<file path="src/rtl/conv_stream_enc.sv">
module conv_stream_enc #(
  parameter int LEN_W = 10,
  parameter int MAX_LONG = 504,
  parameter int MAX_SHORT = 334,
  parameter logic [8:0] GL3_0 = 9'o557,
  parameter logic [8:0] GL3_1 = 9'o663,
  parameter logic [8:0] GL3_2 = 9'o771,
  parameter logic [8:0] GL2_0 = 9'o561,
  parameter logic [8:0] GL2_1 = 9'o753,
  parameter logic [4:0] GS_0 = 5'o23,
  parameter logic [4:0] GS_1 = 5'o33
) (
  input  logic             clk,
  input  logic             rst_n,
  input  logic             start,
  input  logic             cfg_long,
  input  logic             cfg_third,
  input  logic [LEN_W-1:0] cfg_len,
  input  logic             in_data,
  input  logic             in_valid,
  output logic             in_ready,
  output logic             out_bit,
  output logic             out_valid,
  input  logic             out_ready,
  output logic             out_last,
  output logic             idle
);
  localparam int HIST = 8;
  localparam int TAIL_LONG = 8;
  localparam int TAIL_SHORT = 4;

  typedef enum logic [1:0] {S_IDLE, S_DATA, S_TAIL} st_t;

  st_t            st;
  logic           m_long, m_third;
  logic [LEN_W-1:0] data_left;
  logic [3:0]     tail_left;
  logic [HIST-1:0] sr;
  logic           cur, hold;
  logic [1:0]     ph;
  logic [8:0]     gsel;
  logic [LEN_W-1:0] len_c;

  wire [1:0] last_ph = (m_long && m_third) ? 2'd2 : 2'd1;
  wire [8:0] win = {cur, sr};
  wire fire_out = hold && out_ready;
  wire grp_end = fire_out && (ph == last_ph);
  wire [LEN_W-1:0] lim = cfg_long ? LEN_W'(MAX_LONG) : LEN_W'(MAX_SHORT);

  assign len_c = (cfg_len > lim) ? lim : cfg_len;

  always_comb begin
    gsel = '0;
    if (m_long && m_third)
      case (ph)
        2'd0: gsel = GL3_0;
        2'd1: gsel = GL3_1;
        default: gsel = GL3_2;
      endcase
    else if (m_long)
      gsel = (ph == 2'd0) ? GL2_0 : GL2_1;
    else
      gsel = (ph == 2'd0) ? {GS_0, 4'b0} : {GS_1, 4'b0};
  end

  assign out_bit   = ^(win & gsel);
  assign out_valid = hold;
  assign in_ready  = (st == S_DATA) && !hold;
  assign out_last  = hold && (st == S_TAIL) && (tail_left == 4'd1) && (ph == last_ph);
  assign idle      = (st == S_IDLE);

  always_ff @(posedge clk) begin
    if (!rst_n) begin
      st <= S_IDLE;
      m_long <= 1'b0;
      m_third <= 1'b0;
      data_left <= '0;
      tail_left <= '0;
      sr <= '0;
      cur <= 1'b0;
      hold <= 1'b0;
      ph <= '0;
    end else begin
      case (st)
        S_IDLE: if (start) begin
          m_long <= cfg_long;
          m_third <= cfg_long & cfg_third;
          sr <= '0;
          hold <= 1'b0;
          ph <= '0;
          tail_left <= cfg_long ? 4'(TAIL_LONG) : 4'(TAIL_SHORT);
          data_left <= len_c;
          st <= (len_c == '0) ? S_TAIL : S_DATA;
        end
        S_DATA: if (in_valid && in_ready) begin
          cur <= in_data;
          hold <= 1'b1;
          ph <= '0;
        end
        S_TAIL: if (!hold) begin
          cur <= 1'b0;
          hold <= 1'b1;
          ph <= '0;
        end
        default: st <= S_IDLE;
      endcase
      if (fire_out) begin
        if (grp_end) begin
          hold <= 1'b0;
          ph <= '0;
          sr <= {cur, sr[HIST-1:1]};
          if (st == S_DATA) begin
            data_left <= data_left - 1'b1;
            if (data_left == LEN_W'(1)) st <= S_TAIL;
          end else if (st == S_TAIL) begin
            tail_left <= tail_left - 1'b1;
            if (tail_left == 4'd1) st <= S_IDLE;
          end
        end else begin
          ph <= ph + 1'b1;
        end
      end
    end
  end

  AST_IDLE_QUIET: assert property (@(posedge clk) disable iff (!rst_n) idle |-> !out_valid && !in_ready);
  AST_TAIL_ZERO: assert property (@(posedge clk) disable iff (!rst_n) (st == S_TAIL && out_valid) |-> !cur);
  AST_MODE_HELD: assert property (@(posedge clk) disable iff (!rst_n) (!idle && !$past(idle)) |-> ($stable(m_long) && $stable(m_third)));
  AST_LAST_IDLE: assert property (@(posedge clk) disable iff (!rst_n) (out_valid && out_ready && out_last) |=> idle);
  AST_OUT_HOLD: assert property (@(posedge clk) disable iff (!rst_n) (out_valid && !out_ready) |=> (out_valid && $stable(out_bit) && $stable(out_last)));
  AST_IN_GATED: assert property (@(posedge clk) disable iff (!rst_n) in_ready |-> (!out_valid && !idle));
endmodule

</file>
<file path="config.mk">
export PLATFORM = sky130hd
export DESIGN_NAME = conv_stream_enc
export DESIGN_NICKNAME = d
export VERILOG_FILES = /design/src/rtl/conv_stream_enc.sv
export SDC_FILE = /design/constraint.sdc
export NUM_CORES = 1
export LEC_CHECK = 0
export BUFFER_PORTS_ARGS = -buffer_cell sky130_fd_sc_hd__buf_2
export CAP_MARGIN = 10
export CORE_MARGIN = 5
export CORE_UTILIZATION = 63
export DETAILED_ROUTE_END_ITERATION = 7
export PLACE_DENSITY = 0.89
export SYNTH_ARGS = -nofsm -noshare
export SYNTH_HDL_FRONTEND = slang
export SYNTH_SLANG_ARGS = --single-unit
</file>
<file path="constraint.sdc">
create_clock -name clk -period 2.7 [get_ports clk]
set_clock_uncertainty 0.05 [all_clocks]
set_input_delay 0.27 -clock clk [delete_from_list [all_inputs] [get_ports clk]]
set_output_delay 0.27 -clock clk [all_outputs]
set_load 0.05 [all_outputs]
</file>
==> Word level (Yosys, flattened, before mapping) <==
Index checks and enable logic that the tools add are counted.
Widths: inputs -> output; s select.
{ "word_totals": {"word_cells": 92, "out_inout_bits": 5, "reg_bits": 30} }
{ "op_classes": {"n_lt_le_gt_ge": 1, "mux": 47, "n_reduce_logical": 19, "n_eq_ne": 11, "addsub": 3, "bitwise_logic": 2} }
{ "op_table": {"columns": ["cell", "n"], "rows": [
  ["$mux 8", 8],
  ["$mux 10", 6],
  ["$mux 2", 14],
  ["$mux 4", 7],
  ["$pmux 8 s2", 1],
  ["$eq 10x1->1 const B", 1],
  ["$gt 10x9->1", 1],
  ["$logic_not 10->1", 1],
  ["$sub 10x1->10 const B", 1],
  ["$and 9x9->9", 1],
  ["$mux 9", 1],
  ["$reduce_xor 9->1", 1],
  ["$logic_and 1x1->1", 8],
  ["$mux 1", 6],
  ["$ne 3x2->1 const B", 2],
  ["$pmux 2 s3", 1],
  ["$eq 2x1->1 const B", 2],
  ["$eq 4x1->1 const B", 1],
  ["$logic_not 2->1", 2],
  ["$pmux 2 s2", 1],
  ["$reduce_and 4->1", 1],
  ["$reduce_bool 4->1", 1],
  ["$sub 4x1->4 const B", 1],
  ["$ne 3x3->1 const B", 1],
  ["other kinds (13)", 13]
]} }

==> Logic depth before layout (Yosys ltp) <==
Gate-level depths: netlist of the first run.
{ "logic_depth": {"ltp_word": 12, "depth_mapped": 8, "depth_no_buf": 7} }

==> Least setup slack after synthesis of the first run <==
OpenSTA, ideal clock, no wires.
{ "synth_path": {"kind": "register to output", "start": "reg ph[0]", "end": "out out_bit", "path_buffers": 0, "t_required_ns": 2.380, "slack_ns": 0.474, "t_arrival_ns": 1.906, "path_stages_with_launch": 8, "path_cell_list": "dfxtp_1 > inv_1 > ha_1 > and4b_1 > o21ai_0 > o311ai_0 > a21oi_1 > xnor3_1"} }
{ "synth_between": {"elab_chain_len": 6} }
{ "synth_rtl": {"columns": ["element", "line", "source"], "rows": [
  ["start: declaration", "40", "logic [1:0] ph;"],
  ["start signal: assignment", "120", "ph <= ph + 1'b1;"],
  ["$logic_not 2->1", "55, 61, 63", null],
  ["$mux 8 (on tied branches)", "61, 63", null],
  ["$mux 8", "60", "else if (m_long)"],
  ["$mux 9 *", "54", "if (m_long && m_third)"],
  ["$and 9x9->9 *", "66", "assign out_bit = ^(win & gsel);"],
  ["$reduce_xor 9->1 *", "66", null],
  ["end: declaration", "22", "output logic out_bit,"]
]} }
Every way passes the cells marked *; elsewhere a longest branch is shown, timed or not.

==> Worst setup path in the final report of the first run <==
Same ends and word-level chain as after synthesis.

==> impl_metrics.env, run 1 <==
export IMPL_wl_per_cell_um=15.04
export IMPL_finalCritPeriodShare=0.9533
export IMPL_antenna_found_initial=0
export IMPL_power_density_nw_per_um2=411.7
export IMPL_area_growth_pct=8.406
export IMPL_crit_family="compound AO/OA/AOI/OAI gates"
export IMPL_path_buf_inv=2
export IMPL_min_to="m_third"
export IMPL_cpPeakStageDelay_ps=380
export IMPL_dieHeight_um=68.53
export IMPL_crit_fanout=8
export IMPL_syn_area_um2=2158
export IMPL_async_reset_ff_frac=0
export IMPL_num_vias=2125
export IMPL_ff2ff_path_depth=6
export IMPL_hold_depth=3
export IMPL_synth_enable_flop_cells=0
export IMPL_drt_antenna_violating_nets=0
export IMPL_fmax_mhz=388.5
export IMPL_initial_core_util=0.6468
export IMPL_r2r_start="st[1]"
export IMPL_slew_viol_final=0
export IMPL_fin_util=0.7012
export IMPL_fin_crit_ps=2574
export IMPL_h_tree_depth=2
export IMPL_first_global_vias=1909
export IMPL_status="complete, no violations"
export IMPL_min_delay_start="cfg_third"
export IMPL_synth_cell_types=56
export IMPL_synth_cells=271
export IMPL_critPathCaptureType="primary output"
export IMPL_io_pins=23
export IMPL_power_total_uw=963.3
export IMPL_port_buffers=22
export IMPL_drc=0
export IMPL_synth_seq_cells=30
export IMPL_fp_row_count=21
export IMPL_worstHoldPathType="primary input to register"
export IMPL_ys_warn_count=0
export IMPL_final_fill_count=286
export IMPL_antenna_cells=0
export IMPL_tns_ps=0
export IMPL_start_kind="register"
export IMPL_core_um2=3337
export IMPL_hold_viol=0
export IMPL_arrival_ps=2250
export IMPL_setup_viol=0
export IMPL_gp_congestion=0.9053
export IMPL_synth_ff_type="dfxtp_1"
export IMPL_cts_tree="built"
export IMPL_path_depth=8
export IMPL_worstMarginPinSlew_ps=769.5
export IMPL_layout_drive_gt1_share=0.1340
export IMPL_die_area_um2=4696
export IMPL_irDropWorstVdd_uv=294.0
export IMPL_cp_required_ps=2380
export IMPL_syn_nets=305
export IMPL_path_cells="inv_1 -> ha_2 -> and4b_1 -> o21ai_0 -> o311ai_0 -> a21oi_1 -> xnor3_1 -> buf_2"
export IMPL_wl_mm=5.067
export IMPL_slowest_stage="xnor3_1"
export IMPL_nNetsFinal=325
export IMPL_clkTransAtPathRegs_ps=90
export IMPL_r2r_slack_ps=550
export IMPL_reg2reg_to="st[0]"
export IMPL_ys_seq_area_frac=0.2783
export IMPL_drt_iter0_drc=132
export IMPL_grt_remaining_overflow=0
export IMPL_dpl_hpwl_mm=3.717
export IMPL_maxCapViolations=0
export IMPL_cts_sinks=30
export IMPL_critical_path_class="register to primary output"
export IMPL_die_width_um=68.53
export IMPL_via_per_inst=6.306
export IMPL_clkLatencyLatePin_ps=330
export IMPL_maxSlewHeadroom=0.4864
export IMPL_synth_area_per_cell_um2=7.964
export IMPL_cts_hold_buffers=0
export IMPL_rsz0062_at_grt="false"
export IMPL_grt_max_degree=24
export IMPL_clockRootBuffer="clkbuf_4"
export IMPL_p_leak_uw=0.0008915
export IMPL_clockBufferDepth=2
export IMPL_grt_use_total=0.2329
export IMPL_first_pass_iters=4
export IMPL_grt_first_pass_wirelength_mm=8.424
export IMPL_numCtsBuffers=5
## routing by layer
| layer | GRT usage | wire [um] | vias up |
|---|---|---|---|
| li1 | - | - | 1038 |
| met1 | 0.2986 | 2196 | 989 |
| met2 | 0.3862 | 2437 | 84 |
| met3 | 0.05835 | 353 | 14 |
| met4 | 0.06452 | 80 | 0 |
| met5 | 0 | 0 | - |
## cell usage in the layout, fill, tap and decap left out, types with 3 or more instances in the layout
cell | synthesis | layout
dfxtp_1 | 30 | 30
nand2_1 | 26 | 26
a21oi_1 | 24 | 24
buf_2 | 0 | 22
nand3_1 | 20 | 20
inv_1 | 17 | 17
nor2_1 | 17 | 17
ha_1 | 16 | 15
nor4_1 | 9 | 9
nor2b_1 | 8 | 8
nor3_1 | 7 | 7
o21ai_0 | 6 | 6
xnor2_1 | 6 | 6
o221ai_1 | 5 | 5
mux2i_1 | 5 | 5
clkbuf_4 | 0 | 5
and3_1 | 4 | 4
nand4_1 | 4 | 4
a211oi_1 | 4 | 4
nand2b_1 | 3 | 3
a21o_1 | 3 | 3
or3_1 | 3 | 3
## worst max path at each step
stage,start,end,slack (ps)
after floorplan,ph[0],out_bit,470
after global placement,ph[0],out_bit,450
after detailed placement,cfg_long,data_left[7],410
after CTS,ph[0],out_bit,50
after global routing,ph[1],out_bit,6
final,ph[0],out_bit,130
## synthesized netlist by cell type (2+ instances only)
| master | number | area (um^2) |
|---|---|---|
| o21ai_1 | 2 | 10.01 |
| nor3b_1 | 2 | 15.01 |
| nand2_2 | 2 | 12.51 |
| buf_1 | 2 | 7.510 |
| o21ai_0 | 6 | 30.03 |
| a211oi_1 | 4 | 30.03 |
| nand3_1 | 20 | 100.1 |
| xnor2_1 | 6 | 52.55 |
| o221ai_1 | 5 | 43.79 |
| mux2_1 | 2 | 22.52 |
| o21a_1 | 2 | 15.01 |
| xor2_1 | 2 | 17.52 |
| nor4b_1 | 2 | 17.52 |
| nand4b_1 | 2 | 17.52 |
| dfxtp_1 | 30 | 600.6 |
| or3_1 | 3 | 18.77 |
| a21boi_0 | 2 | 15.01 |
| nand4_1 | 4 | 25.02 |
| nand2_1 | 26 | 97.59 |
| inv_1 | 17 | 63.81 |
| and3_1 | 4 | 25.02 |
| a21oi_1 | 24 | 120.1 |
| ha_1 | 16 | 200.2 |
| clkbuf_1 | 7 | 26.28 |
| nor2b_1 | 8 | 50.05 |
| nand2b_1 | 3 | 18.77 |
| a21o_1 | 3 | 22.52 |
| nor2_1 | 17 | 63.81 |
| nor4_1 | 9 | 56.30 |
| mux2i_1 | 5 | 50.05 |
| a22oi_1 | 2 | 15.01 |
| o22ai_1 | 2 | 12.51 |
| nor3_1 | 7 | 35.03 |
## repair_timing
| item | 4_1_cts | 5_1_grt |
|---|---|---|
| resized for setup | 0 | 1 |
| setup buffers | 0 | 0 |
| endpoints found under the setup margin | 0 | 1 |
## where the power goes
part	internal, uW	leakage [uW]	switching [uW]
registers	461	0.000244	26.6
clock network	98.0	0.0000254	151
logic	89.5	0.000622	137
total	649	0.000892	314
## tightest hold or removal path: cells and delay by family
family / cells / cell delay, ps
AO/OA/AOI/OAI: 1 / 60
buffers and inverters: 1 / 100
AND/OR/NAND/NOR: 1 / 90
## flip-flops by register name (all words and copies together) (netlist names)
register / count
st: 2
m_long: 1
ph: 2
out_valid: 1
tail_left: 4
m_third: 1
cur: 1
sr: 8
data_left: 10
## cells by family (layout without fill, tap and decap cells)
| group | Yosys count | in the layout | share of synthesized area |
|---|---|---|---|
| AO/OA/AOI/OAI | 66 | 66 | 0.2093 |
| XOR/XNOR | 9 | 9 | 0.04290 |
| adder cells (fa/ha/maj) | 16 | 16 | 0.09275 |
| buffers and inverters | 27 | 47 | 0.04870 |
| flip-flops | 30 | 30 | 0.2783 |
| multiplexers | 9 | 9 | 0.04695 |
| AND/OR/NAND/NOR | 114 | 114 | 0.2812 |
## metrics by stage
step	hold slack (ps)	cells	area [um^2]	worst slack, ps
final	191.9	337	2340	126.0
after global routing	181.4	337	2340	6.384
after CTS	188.3	337	2337	54.11
after detailed placement	409.8	330	2292	409.6
after global placement	406.3	330	2292	446.3
after floorplan	356.0	271	2158	474.3
## final cells by class
cell class	instances	area (um^2)	area share
Clock buffer	7	45.04	0.01925
Inverter	17	63.81	0.02727
Multi-Input combinational cell	214	1455	0.6219
Sequential cell	30	600.6	0.2567
Tap cell	46	57.56	0.02460
Timing Repair Buffer	23	117.6	0.05027
(Power assumes the default switching activity.)
==> inputs of run 2 (changes only) <==
--- a/config.mk
+++ b/config.mk
@@ -8,9 +8,10 @@
 export BUFFER_PORTS_ARGS = -buffer_cell sky130_fd_sc_hd__buf_2
 export CAP_MARGIN = 10
 export CORE_MARGIN = 5
-export CORE_UTILIZATION = 63
+export CORE_UTILIZATION = 66
+export CTS_BUF_LIST = sky130_fd_sc_hd__clkbuf_4
 export DETAILED_ROUTE_END_ITERATION = 7
-export PLACE_DENSITY = 0.89
+export PLACE_DENSITY = 0.92
 export SYNTH_ARGS = -nofsm -noshare
 export SYNTH_HDL_FRONTEND = slang
 export SYNTH_SLANG_ARGS = --single-unit
==> impl_metrics.env, run 2 (synthesis gave the netlist of run 1 again) <==
export IMPL_status="complete, no violations"
export IMPL_io_pins=23
export IMPL_core_um2=3103
export IMPL_grt_max_degree=24
export IMPL_antenna_found_initial=0
export IMPL_hold_viol=0
export IMPL_whs_ps=168.4
export IMPL_area_growth_pct=10.72
export IMPL_slew_viol_final=0
export IMPL_clkTransAtPathRegs_ps=110
export IMPL_critPathCaptureType="primary output"
export IMPL_path_buf_inv=2
export IMPL_fin_crit_ps=2526
export IMPL_power_switching_uw=335.0
export IMPL_irDropWorstVdd_uv=274.0
export IMPL_start_kind="register"
export IMPL_drt_iter0_drc=213
export IMPL_clockRootBuffer="clkbuf_4"
export IMPL_power_density_nw_per_um2=452.3
export IMPL_cts_tree="built"
export IMPL_fmax_mhz=395.9
export IMPL_critical_path_class="register to primary output"
export IMPL_drc=0
export IMPL_wl_per_cell_um=15.48
export IMPL_fin_util=0.7702
export IMPL_die_area_um2=4514
export IMPL_tns_ps=0
export IMPL_die_width_um=67.19
export IMPL_grt_first_pass_wirelength_mm=9.025
export IMPL_finalCritPeriodShare=0.9356
export IMPL_nNetsFinal=325
export IMPL_p_clk_frac=0.334
export IMPL_arrival_ps=2210
export IMPL_regMostFlops="data_left"
export IMPL_largest_reg_flops=10
export IMPL_antenna_cells=0
export IMPL_sw_frac_of_total=0.3099
export IMPL_slowest_stage="xnor3_1"
export IMPL_cp_required_ps=2380
export IMPL_final_cell_mix="28 x dfxtp_1, 26 x nand2_1, 24 x a21oi_1"
export IMPL_grt_use_total=0.2579
export IMPL_worstMarginPinSlew_ps=766.1
export IMPL_rsz0062_at_grt="false"
export IMPL_gp_congestion=0.8735
export IMPL_post_cts_buffers=0
export IMPL_fp_row_count=20
export IMPL_clockBufferDepth=2
export IMPL_final_common_cell="dfxtp_1"
export IMPL_cpPeakStageDelay_ps=410
export IMPL_maxSlewHeadroom=0.4887
export IMPL_cts_sinks=30
export IMPL_worstHoldPathType="primary input to register"
export IMPL_dieHeight_um=67.19
export IMPL_maxCapViolations=0
export IMPL_grt_remaining_overflow=0
export IMPL_h_tree_depth=2
export IMPL_drt_antenna_violating_nets=0
export IMPL_initial_core_util=0.6956
export IMPL_seq_power_share=0.452
export IMPL_port_buffers=22
export IMPL_place_area_um2=2290
export IMPL_dpl_hpwl_mm=3.758
export IMPL_crit_family="compound AO/OA/AOI/OAI gates"
export IMPL_path_cells="inv_1 -> ha_1 -> and4b_1 -> o21ai_1 -> o311ai_1 -> a21oi_1 -> xnor3_1 -> buf_4"
export IMPL_clkLatencyLatePin_ps=330
export IMPL_crit_fanout=4
export IMPL_layout_drive_gt1_share=0.1507
export IMPL_first_global_vias=2027
export IMPL_setup_viol=0
export IMPL_first_pass_iters=5
export IMPL_top_regs="data_left: 10 flops, sr: 8 flops, tail_left: 4 flops"
export IMPL_wl_mm=5.200
export IMPL_power_total_uw=1081
export IMPL_p_leak_uw=0.0009070
export IMPL_numCtsBuffers=5
export IMPL_combPwrFrac=0.213
export IMPL_final_area_um2=2390
export IMPL_via_per_inst=6.372
export IMPL_p_int_uw=745.9
export IMPL_num_vias=2141
## run 2: changes by cell type in the layout (fill, tap and decap cells not counted), sizes merged
| cell | before | now |
|---|---|---|
| clkinvlp | 0 | 2 |
| clkbuf | 7 | 5 |
| bufinv | 0 | 1 |
## run 2: final cells by class
type / count / area [um^2]
inverter: 17 / 63.81
timing repair buffer: 23 / 120.1
clock buffer: 5 / 37.54
tap: 44 / 55.05
multi-input combinational: 214 / 1465
sequential: 30 / 603.1
fill: 245 / 713.2
clock inverter: 3 / 45.04
## run 2: through the flow
stage / setup WS [ps] / cells
after floorplan: 474.3 / 271
after global placement: 445.0 / 328
after detailed placement: 379.8 / 328
after CTS: 8.583 / 336
after global routing: 0.1894 / 336
final: 174.0 / 336
## run 2: power by group through the flow
stage	Sequential [uW]	Combinational [uW]	Clock (uW)
floorplan	492	168	0
global placement	496	218	0
detailed placement	497	223	0
CTS	487	225	370
global route	493	254	396
finish	489	231	361
## run 2: final timing paths
kind	start	end	slack (ps)	cells after the start
worst max-delay path	ph[1]	out_bit	170	8
worst min-delay path	cfg_third	m_third	170	3
worst max register to register	st[0]	ph[1]	500	7
worst min register to register	data_left[8]	data_left[8]	430	2
## run 2: what timing repair did
item / in CTS / in global routing
resized for setup: 0 / 8
hold buffers: 0 / 0
endpoints found under the setup margin: 0 / 1
## run 2: worst register-to-register path, delay by kind of cell, from the launching register on
family	cells	cell delay (ps)
adders and majority gates	1	250
AOI/OAI and AO/OA	3	730
buffers and inverters	1	110
DFF	1	420
and+or+nand+nor	2	580
## run 2: routing by layer
layer,vias up,track usage,wire [um]
li1,1033,-,-
met1,980,0.3429,2253
met2,115,0.4123,2386
met3,13,0.04992,473
met4,0,0.09873,87
met5,-,0,0
